File: config.mk
export PLATFORM = sky130hd
export DESIGN_NAME = i2c_bus_recover
export DESIGN_NICKNAME = d
export VERILOG_FILES = /design/src/rtl/i2c_bus_recover_pkg.sv /design/src/rtl/i2c_bus_recover_dp.sv /design/src/rtl/i2c_bus_recover_ctrl.sv /design/src/rtl/i2c_bus_recover.sv
export SDC_FILE = /design/constraint.sdc
export NUM_CORES = 1
export LEC_CHECK = 0
export ABC_AREA = 1
export BUFFER_PORTS_ARGS = -buffer_cell sky130_fd_sc_hd__buf_4
export CAP_MARGIN = 20
export CORE_ASPECT_RATIO = 0.8
export CORE_UTILIZATION = 60
export DETAILED_ROUTE_END_ITERATION = 12
export PLACE_DENSITY = 0.8
export REMOVE_ABC_BUFFERS = 1
export SLEW_MARGIN = 10
export SYNTH_ARGS = -nofsm -noshare
export SYNTH_HDL_FRONTEND = slang
export SYNTH_HIERARCHICAL = 1
export SYNTH_SLANG_ARGS = --single-unit
File: constraint.sdc
create_clock -name clk -period 3.7 [get_ports clk]
set_clock_uncertainty 0.1 [all_clocks]
set_input_delay 0.185 -clock clk [delete_from_list [all_inputs] [get_ports clk]]
set_output_delay 0.185 -clock clk [all_outputs]
set_load 0.005 [all_outputs]
File: src/rtl/i2c_bus_recover_pkg.sv
package i2c_bus_recover_pkg;
  typedef enum logic [2:0] {
    ST_IDLE, ST_LOW, ST_HIGH, ST_STOPA, ST_STOPB, ST_STOPC, ST_STOPD
  } recState_t;

  // strobes from control to datapath
  typedef struct packed {
    logic load;       // latch divider, clear counters
    logic run;        // advance the unit timer
    logic longStage;  // current stage spans two units
    logic nextPulse;  // one more pulse finished
    logic capture;    // sample the line levels
  } dpStrobe_t;
endpackage

File: src/rtl/i2c_bus_recover_dp.sv
module i2c_bus_recover_dp
  import i2c_bus_recover_pkg::*;
#(
  parameter int DIV_W  = 16,
  parameter int PULSES = 9
) (
  input  logic             clk,
  input  logic             rstN,
  input  dpStrobe_t        strb,
  input  logic [DIV_W-1:0] tickDiv,
  input  logic             sclIn,
  input  logic             sdaIn,
  output logic             stageEnd,
  output logic             lastPulse,
  output logic             lineIdle
);
  localparam int PCNT_W = $clog2(PULSES + 1);
  localparam logic [PCNT_W-1:0] LAST_P = PCNT_W'(PULSES - 1);

  logic [DIV_W-1:0]  divQ;
  logic [DIV_W-1:0]  cycCnt;
  logic              unitIdx;
  logic [PCNT_W-1:0] pulseCnt;
  logic              unitTick;

  assign unitTick  = strb.run && (cycCnt == divQ - DIV_W'(1));
  assign stageEnd  = unitTick && (unitIdx == strb.longStage);
  assign lastPulse = (pulseCnt == LAST_P);

  always_ff @(posedge clk or negedge rstN) begin
    if (!rstN) begin
      divQ     <= DIV_W'(1);
      cycCnt   <= '0;
      unitIdx  <= 1'b0;
      pulseCnt <= '0;
      lineIdle <= 1'b0;
    end else begin
      if (strb.load) begin
        divQ     <= (tickDiv == '0) ? DIV_W'(1) : tickDiv;
        cycCnt   <= '0;
        unitIdx  <= 1'b0;
        pulseCnt <= '0;
      end else if (strb.run) begin
        if (unitTick) begin
          cycCnt  <= '0;
          unitIdx <= stageEnd ? 1'b0 : ~unitIdx;
        end else begin
          cycCnt <= cycCnt + DIV_W'(1);
        end
        if (strb.nextPulse) pulseCnt <= pulseCnt + PCNT_W'(1);
      end
      if (strb.capture) lineIdle <= sclIn & sdaIn;
    end
  end
endmodule

File: src/rtl/i2c_bus_recover_ctrl.sv
module i2c_bus_recover_ctrl
  import i2c_bus_recover_pkg::*;
#(
  parameter bit AUTO_START = 1'b1
) (
  input  logic      clk,
  input  logic      rstN,
  input  logic      startPulse,
  input  logic      stageEnd,
  input  logic      lastPulse,
  output dpStrobe_t strb,
  output logic      sclDriveLow,
  output logic      sdaDriveLow,
  output logic      busy,
  output logic      done
);
  recState_t state, stateNext;
  logic autoPend;
  logic go;

  assign go = (startPulse || autoPend) && (state == ST_IDLE);

  always_comb begin
    strb.load      = go;
    strb.run       = (state != ST_IDLE);
    strb.longStage = (state == ST_LOW) || (state == ST_HIGH);
    strb.nextPulse = (state == ST_HIGH) && stageEnd && !lastPulse;
    strb.capture   = (state == ST_STOPD) && stageEnd;
  end

  always_comb begin
    stateNext = state;
    unique case (state)
      ST_IDLE:  if (go) stateNext = ST_LOW;
      ST_LOW:   if (stageEnd) stateNext = ST_HIGH;
      ST_HIGH:  if (stageEnd) stateNext = lastPulse ? ST_STOPA : ST_LOW;
      ST_STOPA: if (stageEnd) stateNext = ST_STOPB;
      ST_STOPB: if (stageEnd) stateNext = ST_STOPC;
      ST_STOPC: if (stageEnd) stateNext = ST_STOPD;
      ST_STOPD: if (stageEnd) stateNext = ST_IDLE;
      default:  stateNext = ST_IDLE;
    endcase
  end

  always_ff @(posedge clk or negedge rstN) begin
    if (!rstN) begin
      state    <= ST_IDLE;
      autoPend <= AUTO_START;
      done     <= 1'b0;
    end else begin
      state <= stateNext;
      if (go) autoPend <= 1'b0;
      done <= (state == ST_STOPD) && stageEnd;
    end
  end

  assign sclDriveLow = (state == ST_LOW) || (state == ST_STOPA) || (state == ST_STOPB);
  assign sdaDriveLow = (state == ST_STOPB) || (state == ST_STOPC);
  assign busy        = (state != ST_IDLE);
endmodule

File: src/rtl/i2c_bus_recover.sv
module i2c_bus_recover
  import i2c_bus_recover_pkg::*;
#(
  parameter int DIV_W      = 16,
  parameter int PULSES     = 9,
  parameter bit AUTO_START = 1'b1
) (
  input  logic             clk,
  input  logic             rstN,
  input  logic             startPulse,
  input  logic [DIV_W-1:0] tickDiv,
  input  logic             sclIn,
  input  logic             sdaIn,
  output logic             sclDriveLow,
  output logic             sdaDriveLow,
  output logic             busy,
  output logic             done,
  output logic             lineIdle
);
  dpStrobe_t strb;
  logic stageEnd;
  logic lastPulse;

  i2c_bus_recover_ctrl #(.AUTO_START(AUTO_START)) u_ctrl (
    .clk(clk), .rstN(rstN), .startPulse(startPulse),
    .stageEnd(stageEnd), .lastPulse(lastPulse), .strb(strb),
    .sclDriveLow(sclDriveLow), .sdaDriveLow(sdaDriveLow),
    .busy(busy), .done(done)
  );

  i2c_bus_recover_dp #(.DIV_W(DIV_W), .PULSES(PULSES)) u_dp (
    .clk(clk), .rstN(rstN), .strb(strb), .tickDiv(tickDiv),
    .sclIn(sclIn), .sdaIn(sdaIn), .stageEnd(stageEnd),
    .lastPulse(lastPulse), .lineIdle(lineIdle)
  );
endmodule

== After elaboration in Yosys (flattened, before gate mapping) ==
Cells that the tools add are included.
W data, S select, Z words.
Word-level totals
  bits of input ports: 21
  register bits: 43
  output and inout bits: 5
  memories: 0
  bits in latches: 0
  memory bits (writable): 0
  bits in read-only memories: 0
Cells by class
  bitwise gates (word level): 2
  mux-type cells: 20
  $lt $le $gt $ge: 0
  shifts and indexed selects: 0
  div/mod/pow operators: 0
  multiply operators: 0
  reduce and logical (&&, ||, !) cells: 21
  $add $sub $neg: 3
  equal/unequal tests: 16
Operator list (number)
  $mux W16: 4
  $mux W3: 7
  $pmux W3 S7: 1
  $add A16 B1 Y16 const B: 1
  $eq A16 B16 Y1: 1
  $logic_not A16 Y1: 1
  $sub A16 B1 Y16 const B: 1
  $ne A2 B1 Y1 const B: 7
  $mux W4: 3
  $eq A3 B3 Y1 const B: 3
  $reduce_and A7 Y1: 1
  $eq A3 B2 Y1 const B: 2
  $logic_and A1 B1 Y1: 6
  $reduce_bool A2 Y1: 3
  $logic_or A1 B1 Y1: 5
  $add A4 B1 Y4 const B: 1
  $eq A4 B4 Y1 const B: 1
  $mux W1: 4
  $reduce_and A2 Y1: 2
  $eq A3 B1 Y1 const B: 1
  $logic_not A3 Y1: 1
  $reduce_bool A3 Y1: 1
  $mux W2: 1
  $and A1 B1 Y1: 1
  3 further kinds: 3

== Depth between registers and ports, before layout ==
  depth in word-level cells: 9
  depth in mapped cells: 22
  depth with buffers taken out: 20

== Hierarchy ==
Netlist, hierarchy kept.
Modules (own cells, without submodules)
  i2c_bus_recover_dp: sequential area each 952.2 um2, times used 1, cells an instance 376, area an instance 2598.7 um2
  i2c_bus_recover_ctrl: sequential area each 126.4 um2, times used 1, cells an instance 48, area an instance 380.4 um2

== Worst setup path before layout ==
No wires, ideal clock.
  path kind: reg-to-reg
  from: reg u_dp.divQ[0]
  to: reg u_dp.pulseCnt[3]
  data required time: 3477 ps
  slack: 901 ps
  data arrival time: 2576 ps
  path buffers: 0
  cell stages (with the launch flop): 21
  path through: dfstp_2 > inv_1 > ha_1 > nand2_4 > inv_1 > nand2_1 > nand2_1 > inv_1 > nand2_1 > nor2_1 > nand3_1 > nor2_2 > nand2_2 > nor2_1 > inv_1 > nor3_1 > nand2_1 > nor2_1 > nand3_1 > o21ai_0 > a21oi_1
RTL lines
  start, declared: line i2c_bus_recover_dp.sv:20  | logic [DIV_W-1:0] divQ;
  start signal, assigned: line i2c_bus_recover_dp.sv:39  | divQ <= (tickDiv == '0) ? DIV_W'(1) : tickDiv;
  end signal, assigned: line i2c_bus_recover_dp.sv:50  | if (strb.nextPulse) pulseCnt <= pulseCnt + PCNT_W'(1);
  end, declared: line i2c_bus_recover_dp.sv:23  | logic [PCNT_W-1:0] pulseCnt;

==> report_table.html <==
<table>
<tr><th>Metric</th><th>Value</th></tr>
<tr><th colspan="2">Worst setup path</th></tr>
<tr><td>CP Cell Sequence</td><td>inv_1 -&gt; ha_1 -&gt; nand2_4 -&gt; inv_1 -&gt; nand2_1 -&gt; nand2_1 -&gt; inv_1 -&gt; nand2_1 -&gt; nor2_1 -&gt; nand3_1 -&gt; nor2_2 -&gt; nand2_2 -&gt; nor2_1 -&gt; inv_1 -&gt; nor3_1 -&gt; nand2_1 -&gt; nor2_1 -&gt; nand3_1 -&gt; o21ai_0 -&gt; a21oi_1</td></tr>
<tr><td>Crit path max-delay family</td><td>simple AND/OR/NAND/NOR gates</td></tr>
<tr><td>Crit path launch type</td><td>register</td></tr>
<tr><td>Highest net fanout along the worst path</td><td>7</td></tr>
<tr><td>Critical path launch point</td><td>u_dp/divQ[0]</td></tr>
<tr><td>Worst reg2reg path endpoint</td><td>u_dp/pulseCnt[3]</td></tr>
<tr><td>Critical Path Sink Type</td><td>register</td></tr>
<tr><td>Length in cells of the worst reg-to-reg path</td><td>20</td></tr>
<tr><td>Biggest cell delay along the critical path</td><td>0.55 ns</td></tr>
<tr><td>Setup slack of the most critical reg-to-reg path</td><td>0.48 ns</td></tr>
<tr><td>Cell count along the critical path</td><td>20</td></tr>
<tr><td>Setup CP Type</td><td>reg -&gt; reg</td></tr>
<tr><td>Combined buffer and inverter count along the critical path</td><td>4</td></tr>
<tr><td>Slowest cell on the critical path</td><td>dfstp_2</td></tr>
<tr><td>Arrival time at the worst endpoint</td><td>3.31 ns</td></tr>
<tr><td>WP data required</td><td>3.79 ns</td></tr>
<tr><td>Capturing element of the worst setup path</td><td>u_dp/pulseCnt[3]</td></tr>
<tr><td>Start of the worst register-to-register path</td><td>u_dp/divQ[0]</td></tr>
<tr><th colspan="2">Hold path</th></tr>
<tr><td>Class of the worst hold path</td><td>in -&gt; reg</td></tr>
<tr><td>Origin of the worst min-delay path</td><td>tickDiv[15]</td></tr>
<tr><th colspan="2">Finish</th></tr>
<tr><td>Final nets</td><td>approximately 490</td></tr>
<tr><td>Final std cell area, no fill</td><td>3380 sq um</td></tr>
<tr><td>Most frequent standard cell in the layout excluding fill and tap cells</td><td>nand2_1</td></tr>
<tr><td>Diode insertion count for antenna repair</td><td>0</td></tr>
<tr><td>Share of layout cells above drive strength 1</td><td>0.152</td></tr>
<tr><td>Commonest cells after routing, fill and taps aside</td><td>125 x nand2_1, 51 x inv_1, 47 x nor2_1</td></tr>
<tr><td>Util after Layout</td><td>0.723</td></tr>
<tr><td>Layout-stage area growth over the synthesis result</td><td>13.6%</td></tr>
<tr><th colspan="2">Yosys</th></tr>
<tr><td>Unique cell type count in the Yosys netlist</td><td>38</td></tr>
<tr><td>Most used flip-flop cell after synthesis</td><td>dfrtp_1</td></tr>
<tr><td>Synth Area per Inst</td><td>7.03 sq um</td></tr>
<tr><td>Number of flip-flops and latches in the synthesized netlist</td><td>43</td></tr>
<tr><td>Synthesis Warnings</td><td>6</td></tr>
<tr><td>Post-Synthesis Cell Area</td><td>2980 sq um</td></tr>
<tr><td>Register area share after synthesis</td><td>0.362</td></tr>
<tr><td>Fraction of registers with async set/reset</td><td>1.00</td></tr>
<tr><td>Gate Count Post-Synth</td><td>424</td></tr>
<tr><td>Number of enable flip-flop cells after synthesis</td><td>0</td></tr>
<tr><th colspan="2">Global route</th></tr>
<tr><td>Remaining global-route overflow</td><td>0</td></tr>
<tr><td>Via count of the first global-routing pass</td><td>2547</td></tr>
<tr><td>Aggregate global-route resource usage</td><td>0.292</td></tr>
<tr><td>First-pass GRT wire length</td><td>11500 um</td></tr>
<tr><td>Antenna violations before repair</td><td>0</td></tr>
<tr><td>Maximum number of pins on one net before global-route repair</td><td>44</td></tr>
<tr><th colspan="2">Route</th></tr>
<tr><td>Remaining routing DRC violations</td><td>0</td></tr>
<tr><td>Via total after detailed routing</td><td>2777</td></tr>
<tr><td>Wire per inst</td><td>13.4 um</td></tr>
<tr><td>ANT nets after route</td><td>0</td></tr>
<tr><td>Drt total wl</td><td>~7000 um</td></tr>
<tr><td>Iter 0 DRT Violations</td><td>around 250</td></tr>
<tr><td>Via count normalized by instance count</td><td>between 5 and 6</td></tr>
<tr><td>Pre-antenna DRT Iters</td><td>5</td></tr>
<tr><th colspan="2">Power and ir drop</th></tr>
<tr><td>Clk pwr share</td><td>0.136</td></tr>
<tr><td>Maximum resistive drop on vdd</td><td>0.513 mV</td></tr>
<tr><td>Areal power density over the cells</td><td>~650 nW/um^2</td></tr>
<tr><td>Total power</td><td>roughly 0.0022 W</td></tr>
<tr><td>Combinational cell fraction of total power</td><td>0.519</td></tr>
<tr><td>Internal power consumption</td><td>0.00114 W</td></tr>
<tr><td>Cell leakage power</td><td>1.71 nW</td></tr>
<tr><td>Switching fraction of total power</td><td>0.485</td></tr>
<tr><td>Switching pwr</td><td>0.00107 W</td></tr>
<tr><td>Fraction of power consumed by sequential logic</td><td>0.346</td></tr>
<tr><th colspan="2">Place</th></tr>
<tr><td>Global placer's final weighted congestion</td><td>0.907</td></tr>
<tr><td>Placed wire-length estimate after detailed placement</td><td>a little over 5000 um</td></tr>
<tr><td>Buffers added on ports</td><td>25</td></tr>
<tr><td>Post-place setup slack</td><td>0.524 ns</td></tr>
<tr><td>Placement-stage cell area</td><td>around 3200 sq um</td></tr>
<tr><th colspan="2">Timing</th></tr>
<tr><td>Max-slew violation count</td><td>0</td></tr>
<tr><td>Slew @ Worst Pin</td><td>0.601 ns</td></tr>
<tr><td>Headroom to the max-slew limit</td><td>0.597</td></tr>
<tr><td>Clock period minus final worst setup slack</td><td>3.22 ns</td></tr>
<tr><td>RSZ-0062 raised after global routing</td><td>false</td></tr>
<tr><td>Final WS setup</td><td>0.485 ns</td></tr>
<tr><td>FMAX</td><td>311 MHz</td></tr>
<tr><td>Setup TNS</td><td>0 ns</td></tr>
<tr><td>Count of final hold-check violations</td><td>0</td></tr>
<tr><td>Final clock period utilization by the worst path</td><td>0.869</td></tr>
<tr><td>Final Setup Violations</td><td>0</td></tr>
<tr><th colspan="2">Clock tree</th></tr>
<tr><td># resized after CTS</td><td>0</td></tr>
<tr><td>Total clock buffers created by CTS</td><td>5</td></tr>
<tr><td>Clock transition at path regs</td><td>around 0.080 ns</td></tr>
<tr><td>Worst skew pair latency</td><td>0.30 ns</td></tr>
<tr><td>CTS Root Buffer Type</td><td>clkbuf_8</td></tr>
<tr><td>Maximum number of buffers from clock root to sink</td><td>2</td></tr>
<tr><td>CTS HTree Levels</td><td>2</td></tr>
<tr><td>Buffers inserted by post-CTS timing repair</td><td>0</td></tr>
<tr><td>Clock tree from TritonCTS</td><td>done</td></tr>
<tr><td>Quantity of hold-fixing buffers added after cts</td><td>12</td></tr>
<tr><td>Clock net sink count</td><td>43</td></tr>
<tr><th colspan="2">Floorplan</th></tr>
<tr><td>Floorplan die height</td><td>around 65 um</td></tr>
<tr><td>Starting Density</td><td>0.637</td></tr>
<tr><td>Floorplan die width</td><td>80.8 um</td></tr>
<tr><td>Number of placement rows</td><td>22</td></tr>
<tr><td>Full die area</td><td>5250 sq um</td></tr>
<tr><td>Floorplan Core Area</td><td>4680 sq um</td></tr>
<tr><td>I/O Pins</td><td>26</td></tr>
<tr><th colspan="2">Run status</th></tr>
<tr><td>Result of the run</td><td>finished, final reports clean</td></tr>
<tr><th colspan="2">Job</th></tr>
<tr><td>Number of maximum-capacitance violations</td><td>0</td></tr>
</table>
power by group through the flow:
stage / registers [W] / clock network (W) / logic [W]
2_1_floorplan: 0.000722 / 0 / 0.000854
3_3_place_gp: 0.000763 / 0 / 0.00109
3_5_place_dp: 0.000767 / 0 / 0.00111
4_1_cts: 0.000758 / 0.000306 / 0.00113
5_1_grt: 0.000782 / 0.000326 / 0.00130
6_report: 0.000765 / 0.000300 / 0.00115
worst min-delay path: cells and delay by family:
family | cells | cell delay, ns
buf+inv | 1 | 0.09
simple gates | 2 | 0.11
cells by family after synthesis:
kind of cell	synth area share
adder cells (fa/ha/maj)	0.0168
buffers and inverters	0.0983
AO/OA/AOI/OAI	0.0659
flip-flops	0.362
AND/OR/NAND/NOR	0.404
XOR/XNOR	0.0529
per-stage QoR:
| stage | cells | hold WS [ns] |
|---|---|---|
| 2_1_floorplan | 414 | -0.211 |
| 3_3_place_gp | 501 | 0.110 |
| 3_5_place_dp | 501 | 0.108 |
| 4_1_cts | 521 | 0.00326 |
| 5_1_grt | 521 | 0.0116 |
| 6_report | 521 | 0.0108 |
synth_stat cells (4+ instances only):
cell type  instances  area share
nand3b_1           8       0.020
a21oi_1            6       0.010
xor2_1            14       0.041
nand4_1            8       0.017
nand2_1          125        0.16
dfrtp_1           41        0.34
xnor2_1            4       0.012
o21ai_0           24       0.040
nor2_1            47       0.059
nor3_1             5      0.0084
inv_1             51       0.064
nor4_1             5       0.010
ha_1               4       0.017
nand2_2            5       0.010
nand2_4            4       0.015
nor2_2            13       0.027
nand3_1           31       0.052
worst min path at each step:
stage | end | slack [ns] | cells after the start
3_3_place_gp | u_dp/divQ[1] | 0.11 | 1
4_1_cts | u_dp/divQ[11] | 0.003 | 3
2_1_floorplan | u_ctrl/done | -0.21 | 0
5_1_grt | u_dp/divQ[8] | 0.01 | 3
6_report | u_dp/divQ[15] | 0.01 | 3
3_5_place_dp | u_dp/divQ[1] | 0.11 | 1
state kept, by name, indices dropped and copies added (netlist names):
| signal | flops |
|---|---|
| u_dp/cycCnt | 16 |
| u_dp/pulseCnt | 4 |
| u_ctrl/done | 1 |
| u_dp/unitIdx | 1 |
| u_ctrl/state | 3 |
| u_dp/lineIdle | 1 |
| u_dp/divQ | 16 |
| u_ctrl/autoPend | 1 |
layer usage:
layer	up-vias	global-route usage	routed length [um]
li1	1409	-	-
met1	1279	0.418	3470
met2	80	0.451	3010
met3	9	0.0493	432
met4	0	0.0848	82
met5	-	0	0
cell type report:
type                            count  area [sq um]
Tap cell                           60          75.1
Clock buffer                        6          72.6
Clock inverter                      2          12.5
Multi-Input combinational cell    316          1610
Fill cell                         390          1300
Timing Repair Buffer               39           323
Sequential cell                    43          1080
Inverter                           55           214
Power figures use the tool's default switching activity.
